--- config.mk ---
export PLATFORM = sky130hd
export DESIGN_NAME = e1_natbit_link
export DESIGN_NICKNAME = d
export VERILOG_FILES = /design/src/rtl/e1_natbit_pkg.sv /design/src/rtl/natbit_slot_decode.sv /design/src/rtl/natbit_rx_capture.sv /design/src/rtl/natbit_tx_insert.sv /design/src/rtl/e1_natbit_link.sv
export SDC_FILE = /design/constraint.sdc
export NUM_CORES = 1
export LEC_CHECK = 0
export BUFFER_PORTS_ARGS = -buffer_cell sky130_fd_sc_hd__buf_2
export CAP_MARGIN = 0
export CORE_MARGIN = 2
export CORE_UTILIZATION = 51
export DETAILED_ROUTE_END_ITERATION = 8
export GPL_ROUTABILITY_DRIVEN = 1
export PLACE_DENSITY = 0.76
export SYNTH_ARGS = -nofsm -noshare
export SYNTH_HDL_FRONTEND = slang
export SYNTH_SLANG_ARGS = --single-unit
--- constraint.sdc ---
create_clock -name clk -period 2.4 [get_ports clk]
set_input_delay 0.36 -clock clk [delete_from_list [all_inputs] [get_ports clk]]
set_output_delay 0.36 -clock clk [all_outputs]
set_load 0.05 [all_outputs]
--- src/rtl/e1_natbit_pkg.sv ---
package e1_natbit_pkg;

   // configuration register selects on cfg_addr
   typedef enum logic [1:0] {
      CFG_TXDATA = 2'd0,
      CFG_RXMASK = 2'd1,
      CFG_TXMASK = 2'd2,
      CFG_CTRL   = 2'd3
   } cfg_addr_e;

   localparam int DEF_NUM_SA   = 5;
   localparam int DEF_SA_FIRST = 3;
   localparam int DEF_BIT_W    = 3;
   localparam int DEF_TS_W     = 5;

endpackage

--- src/rtl/natbit_slot_decode.sv ---
module natbit_slot_decode #(
   parameter int NUM_SA   = 5,
   parameter int SA_FIRST = 3,
   parameter int BIT_W    = 3,
   parameter int TS_W     = 5,
   parameter int SA_TS    = 0,
   localparam int IDX_W   = $clog2(NUM_SA)
) (
   input  logic             frame_nfas,
   input  logic [TS_W-1:0]  ts_num,
   input  logic [BIT_W-1:0] bit_num,
   output logic             sa_hit,
   output logic             sa_last,
   output logic             ts_start,
   output logic [IDX_W-1:0] sa_idx
);
   int   rel;
   logic slot;

   always_comb begin
      rel      = int'(bit_num) - SA_FIRST;
      slot     = frame_nfas && (ts_num == TS_W'(SA_TS));
      sa_hit   = slot && (rel >= 0) && (rel < NUM_SA);
      sa_last  = slot && (rel == NUM_SA - 1);
      ts_start = slot && (bit_num == '0);
      sa_idx   = IDX_W'(NUM_SA - 1 - rel);
   end
endmodule

--- src/rtl/natbit_rx_capture.sv ---
module natbit_rx_capture #(
   parameter int NUM_SA      = 5,
   parameter bit RX_LINK_REG = 1'b1,
   localparam int IDX_W      = $clog2(NUM_SA)
) (
   input  logic              clk,
   input  logic              rst,
   input  logic              sa_hit,
   input  logic              sa_last,
   input  logic [IDX_W-1:0]  sa_idx,
   input  logic              rx_ser,
   input  logic [NUM_SA-1:0] rx_mask,
   output logic [NUM_SA-1:0] rx_sa,
   output logic              rx_sa_upd,
   output logic              rx_link_data,
   output logic              rx_link_clk
);
   logic [NUM_SA-1:0] shift_q;
   logic              gate_now;

   assign gate_now = sa_hit & rx_mask[sa_idx];

   always_ff @(posedge clk) begin
      if (rst) begin
         shift_q   <= '0;
         rx_sa     <= '0;
         rx_sa_upd <= 1'b0;
      end else begin
         rx_sa_upd <= 1'b0;
         if (sa_hit) begin
            shift_q <= {shift_q[NUM_SA-2:0], rx_ser};
         end
         if (sa_last) begin
            rx_sa     <= {shift_q[NUM_SA-2:0], rx_ser};
            rx_sa_upd <= 1'b1;
         end
      end
   end

   generate
      if (RX_LINK_REG) begin : g_link_reg
         always_ff @(posedge clk) begin
            if (rst) begin
               rx_link_data <= 1'b0;
               rx_link_clk  <= 1'b0;
            end else begin
               rx_link_data <= rx_ser;
               rx_link_clk  <= gate_now;
            end
         end


         link_clk_gate_chk: assert property (@(posedge clk) disable iff (rst)
            rx_link_clk |-> $past(sa_hit));
      end else begin : g_link_comb
         assign rx_link_data = rx_ser;
         assign rx_link_clk  = gate_now;
      end
   endgenerate


   rx_hold_chk: assert property (@(posedge clk) disable iff (rst)
      !rx_sa_upd |-> $stable(rx_sa));


   rx_upd_pulse_chk: assert property (@(posedge clk) disable iff (rst)
      rx_sa_upd |=> !rx_sa_upd);
endmodule

--- src/rtl/natbit_tx_insert.sv ---
module natbit_tx_insert #(
   parameter int NUM_SA = 5,
   localparam int IDX_W = $clog2(NUM_SA)
) (
   input  logic              clk,
   input  logic              rst,
   input  logic              ts_start,
   input  logic              sa_hit,
   input  logic [IDX_W-1:0]  sa_idx,
   input  logic              ext_en,
   input  logic [NUM_SA-1:0] tx_mask,
   input  logic [NUM_SA-1:0] tx_data,
   input  logic              tx_ser_in,
   input  logic              tx_link_in,
   output logic              tx_ser_out
);
   logic [NUM_SA-1:0] snap_q;
   logic [NUM_SA-1:0] bit_val;

   always_ff @(posedge clk) begin
      if (rst) begin
         snap_q <= '1;
      end else if (ts_start) begin
         snap_q <= tx_data;
      end
   end

   generate
      for (genvar i = 0; i < NUM_SA; i++) begin : g_src
         assign bit_val[i] = (ext_en & tx_mask[i]) ? tx_link_in : snap_q[i];
      end
   endgenerate

   assign tx_ser_out = sa_hit ? bit_val[sa_idx] : tx_ser_in;


   tx_pass_chk: assert property (@(posedge clk) disable iff (rst)
      !sa_hit |-> (tx_ser_out == tx_ser_in));


   tx_internal_chk: assert property (@(posedge clk) disable iff (rst)
      (sa_hit && !ext_en) |-> (tx_ser_out == snap_q[sa_idx]));


   tx_external_chk: assert property (@(posedge clk) disable iff (rst)
      (sa_hit && ext_en && tx_mask[sa_idx]) |-> (tx_ser_out == tx_link_in));


   snap_window_chk: assert property (@(posedge clk) disable iff (rst)
      !ts_start |=> $stable(snap_q));
endmodule

--- src/rtl/e1_natbit_link.sv ---
module e1_natbit_link
   import e1_natbit_pkg::*;
#(
   parameter int NUM_SA      = DEF_NUM_SA,
   parameter int SA_FIRST    = DEF_SA_FIRST,
   parameter int BIT_W       = DEF_BIT_W,
   parameter int TS_W        = DEF_TS_W,
   parameter int SA_TS       = 0,
   parameter bit RX_LINK_REG = 1'b1,
   localparam int IDX_W      = $clog2(NUM_SA)
) (
   input  logic              clk,
   input  logic              rst,
   input  logic              frame_nfas,
   input  logic [TS_W-1:0]   ts_num,
   input  logic [BIT_W-1:0]  bit_num,
   input  logic              cfg_wr,
   input  logic [1:0]        cfg_addr,
   input  logic [NUM_SA-1:0] cfg_wdata,
   input  logic              rx_ser,
   output logic [NUM_SA-1:0] rx_sa,
   output logic              rx_sa_upd,
   output logic              rx_link_data,
   output logic              rx_link_clk,
   input  logic              tx_ser_in,
   input  logic              tx_link_in,
   output logic              tx_ser_out
);
   generate
      if (NUM_SA < 2 || SA_FIRST < 0 || (SA_FIRST + NUM_SA) > (1 << BIT_W)) begin : g_bad_slot
         $error("national-bit field does not fit the timeslot");
      end
      if (SA_TS < 0 || SA_TS >= (1 << TS_W)) begin : g_bad_ts
         $error("carrier timeslot out of range");
      end
   endgenerate

   logic [NUM_SA-1:0] tx_data_q, rx_mask_q, tx_mask_q;
   logic              ext_en_q;
   logic              sa_hit, sa_last, ts_start;
   logic [IDX_W-1:0]  sa_idx;

   always_ff @(posedge clk) begin
      if (rst) begin
         tx_data_q <= '1;
         rx_mask_q <= '0;
         tx_mask_q <= '0;
         ext_en_q  <= 1'b0;
      end else if (cfg_wr) begin
         case (cfg_addr_e'(cfg_addr))
            CFG_TXDATA: tx_data_q <= cfg_wdata;
            CFG_RXMASK: rx_mask_q <= cfg_wdata;
            CFG_TXMASK: tx_mask_q <= cfg_wdata;
            CFG_CTRL:   ext_en_q  <= cfg_wdata[0];
            default:    ;
         endcase
      end
   end

   natbit_slot_decode #(
      .NUM_SA(NUM_SA), .SA_FIRST(SA_FIRST), .BIT_W(BIT_W),
      .TS_W(TS_W), .SA_TS(SA_TS)
   ) u_decode (
      .frame_nfas(frame_nfas), .ts_num(ts_num), .bit_num(bit_num),
      .sa_hit(sa_hit), .sa_last(sa_last), .ts_start(ts_start), .sa_idx(sa_idx)
   );

   natbit_rx_capture #(.NUM_SA(NUM_SA), .RX_LINK_REG(RX_LINK_REG)) u_rx (
      .clk(clk), .rst(rst), .sa_hit(sa_hit), .sa_last(sa_last), .sa_idx(sa_idx),
      .rx_ser(rx_ser), .rx_mask(rx_mask_q), .rx_sa(rx_sa), .rx_sa_upd(rx_sa_upd),
      .rx_link_data(rx_link_data), .rx_link_clk(rx_link_clk)
   );

   natbit_tx_insert #(.NUM_SA(NUM_SA)) u_tx (
      .clk(clk), .rst(rst), .ts_start(ts_start), .sa_hit(sa_hit), .sa_idx(sa_idx),
      .ext_en(ext_en_q), .tx_mask(tx_mask_q), .tx_data(tx_data_q),
      .tx_ser_in(tx_ser_in), .tx_link_in(tx_link_in), .tx_ser_out(tx_ser_out)
   );


   reset_quiet_chk: assert property (@(posedge clk)
      $past(rst) |-> (rx_sa == '0 && !rx_sa_upd && !rx_link_clk));
endmodule

==> flow_summary.toml <==
[routing]
vias_per_cell = 5.493
wire_per_inst_um = 14.23
antenna_violating_nets_post_route = 0
drtIter0Drc = 39
drc = 0
drt_wl_total_mm = 2.888
first_pass_iters = 4
num_vias = 1115

[sta]
setup_violations = 0
setup_ws_ps = 169.1
fin_worst_skew_ps = 6.070
fmax_mhz = 448.2
relSlewSlack_pct = 60.66
tns_ps = 0
hold_viol = 0
layout_worst_path_cycle_share_pct = 92.96
grt_setup_unrepaired = "false"
tightest_slew_ps = 586.9
fin_crit_ps = 2231
slew_viol_final = 0

[setup_path]
worst_setup_path_start_kind = "primary input"
required_ps = 2040
crit_path_end_kind = "output port"
crit_type = "in -> out"
critPathArrivalTime_ps = 1870
cp_max_fo = 4

[outcome]
status = "complete, no violations"

[grt]
antenna_found_initial = 0
track_usage_pct = 20.19
grt_pass1_vias = 1039
grt_remaining_overflow = 0
grt_max_degree = 26
grt_pass1_wl_mm = 4.733

[synth]
ys.flop_type = "dfxtp_1"
ys_ff_latch = 33
netlist_area_um2 = 1398
ys_seq_area_share_pct = 47.27
syn_avg_cell_area_um2 = 10.20
syn_inst = 137
synth_edf_count = 0
async_reset_ff_share_pct = 0
ys_warn_count = 0
synth_cell_types = 32
syn_nets = 161

[place]
gp_congestion = 0.8336
dp_hpwl_mm = 2.134
place_ws_ps = 165.9
port_buffers = 30
placed_cells = 195

[clock_tree]
cts_resized = 0
clk_path_buf_depth = 2
cts_buffers = 5
cts_root_buf = "clkbuf_4"
cts.sinks = 33
cts.htree.levels = 2
cts_hold_buf = 0
clk_latency_ps = 340
cts_setup_buffers = 0
cts_tree = "yes"
path_clk_slew_ps = 100

[floorplanning]
row_count = 18
die_area_um2 = 3175
die_height_um = 56.35
pin_count = 31
design.core.area_um2 = 2545
die_w_um = 56.35
initial_core_util_pct = 54.92

[power]
max-vdd-ir-drop_uv = 485.6
powerDensity_nw_per_um2 = 655.7
p_leak_nw = 0.7725
report.power.total_mw = 1.093

[finish]
num_antenna_cells = 0
final_util_pct = 65.49
area_growth_pct = 19.25
final_common_cell = "dfxtp_1"
fin_nets = 196
final-instance-count-excl-fill = 203
drive_gt1_share_pct = 26.01
final_cell_mix = "33 x dfxtp_1, 31 x mux2i_1, 30 x buf_2"
n_fill_cell = 210

[job]
maxCapViolCount = 0

[worst_hold_path]
hp-class = "in -> reg"
## report_power, final
part           switching, mW  total [mW]  internal (mW)
Clock                  0.187       0.436          0.249
Sequential           0.00528       0.563          0.558
Combinational         0.0538      0.0942         0.0405
Total                  0.246        1.09          0.847
## cell type report
| cell class | count | area, um^2 | area share [%] |
|---|---|---|---|
| clock buffer | 7 | 55.05 | 3.303 |
| clock inverter | 1 | 30.03 | 1.802 |
| inverter | 5 | 18.77 | 1.126 |
| multi-input combinational | 94 | 691.9 | 41.52 |
| sequential | 33 | 660.6 | 39.64 |
| tap | 30 | 37.54 | 2.252 |
| timing repair buffer | 33 | 172.7 | 10.36 |
## registers in the layout, summed over array words and instances, names as in the netlist
| register | count |
|---|---|
| u_rx.rx_sa | 5 |
| u_tx.snap_q | 5 |
| u_rx.rx_sa_upd | 1 |
| ext_en_q | 1 |
| u_rx.rx_link_clk | 1 |
| u_rx.rx_link_data | 1 |
| tx_mask_q | 5 |
| rx_mask_q | 5 |
| tx_data_q | 5 |
| u_rx.shift_q | 4 |
## metrics by stage
| step | hold slack, ps | instance area, um^2 |
|---|---|---|
| after global routing | 272.1 | 1667 |
| after detailed placement | 454.6 | 1582 |
| after floorplan | 428.7 | 1398 |
| after CTS | 244.4 | 1667 |
| final | 262.2 | 1667 |
| after global placement | 448.0 | 1582 |
## synth_stat cells (all sizes together) (2+ instances only)
master | number | share of area [%]
nor2 | 22 | 5.9
nand2 | 11 | 3.0
nor3b | 3 | 1.6
inv | 4 | 1.1
mux2i | 31 | 22
dfxtp | 33 | 47
nand3b | 2 | 1.1
ha | 2 | 1.8
nor3 | 3 | 1.8
clkbuf | 4 | 1.1
o21ai | 2 | 0.72
## kinds of logic after synthesis
kind of cell	Yosys count	share of synthesized area, %
AO/OA/AOI/OAI	10	5.373
adder cells (fa/ha/maj)	2	1.790
buffers and inverters	10	3.222
flip-flops	33	47.27
multiplexers	33	24.62
AND/OR/NAND/NOR	49	17.73
## worst max-delay path, cell delays in order
cell and delay [ps]:
buf_2 100, or4_4 560, nor3_2 230, nand2_1 80, o32a_1 330, buf_2 210
## final timing paths
| path | start | end | slack, ps | cells after the start |
|---|---|---|---|---|
| setup / recovery | ts_num[1] | tx_ser_out | 170 | 6 |
| setup reg to reg | rx_mask_q[2] | u_rx.rx_link_clk | 1270 | 3 |
| hold reg to reg | tx_data_q[0] | tx_data_q[0] | 490 | 2 |
| hold / removal | rx_ser | u_rx.rx_link_data | 260 | 2 |
## per-layer routing
layer | wire [um] | vias to the layer above | global-route usage [%]
li1 | - | 551 | -
met1 | 1220 | 517 | 22.56
met2 | 1393 | 39 | 33.11
met3 | 179 | 8 | 5.300
met4 | 95 | 0 | 14.29
met5 | 0 | - | 0
Power figures use the tool's default switching activity.
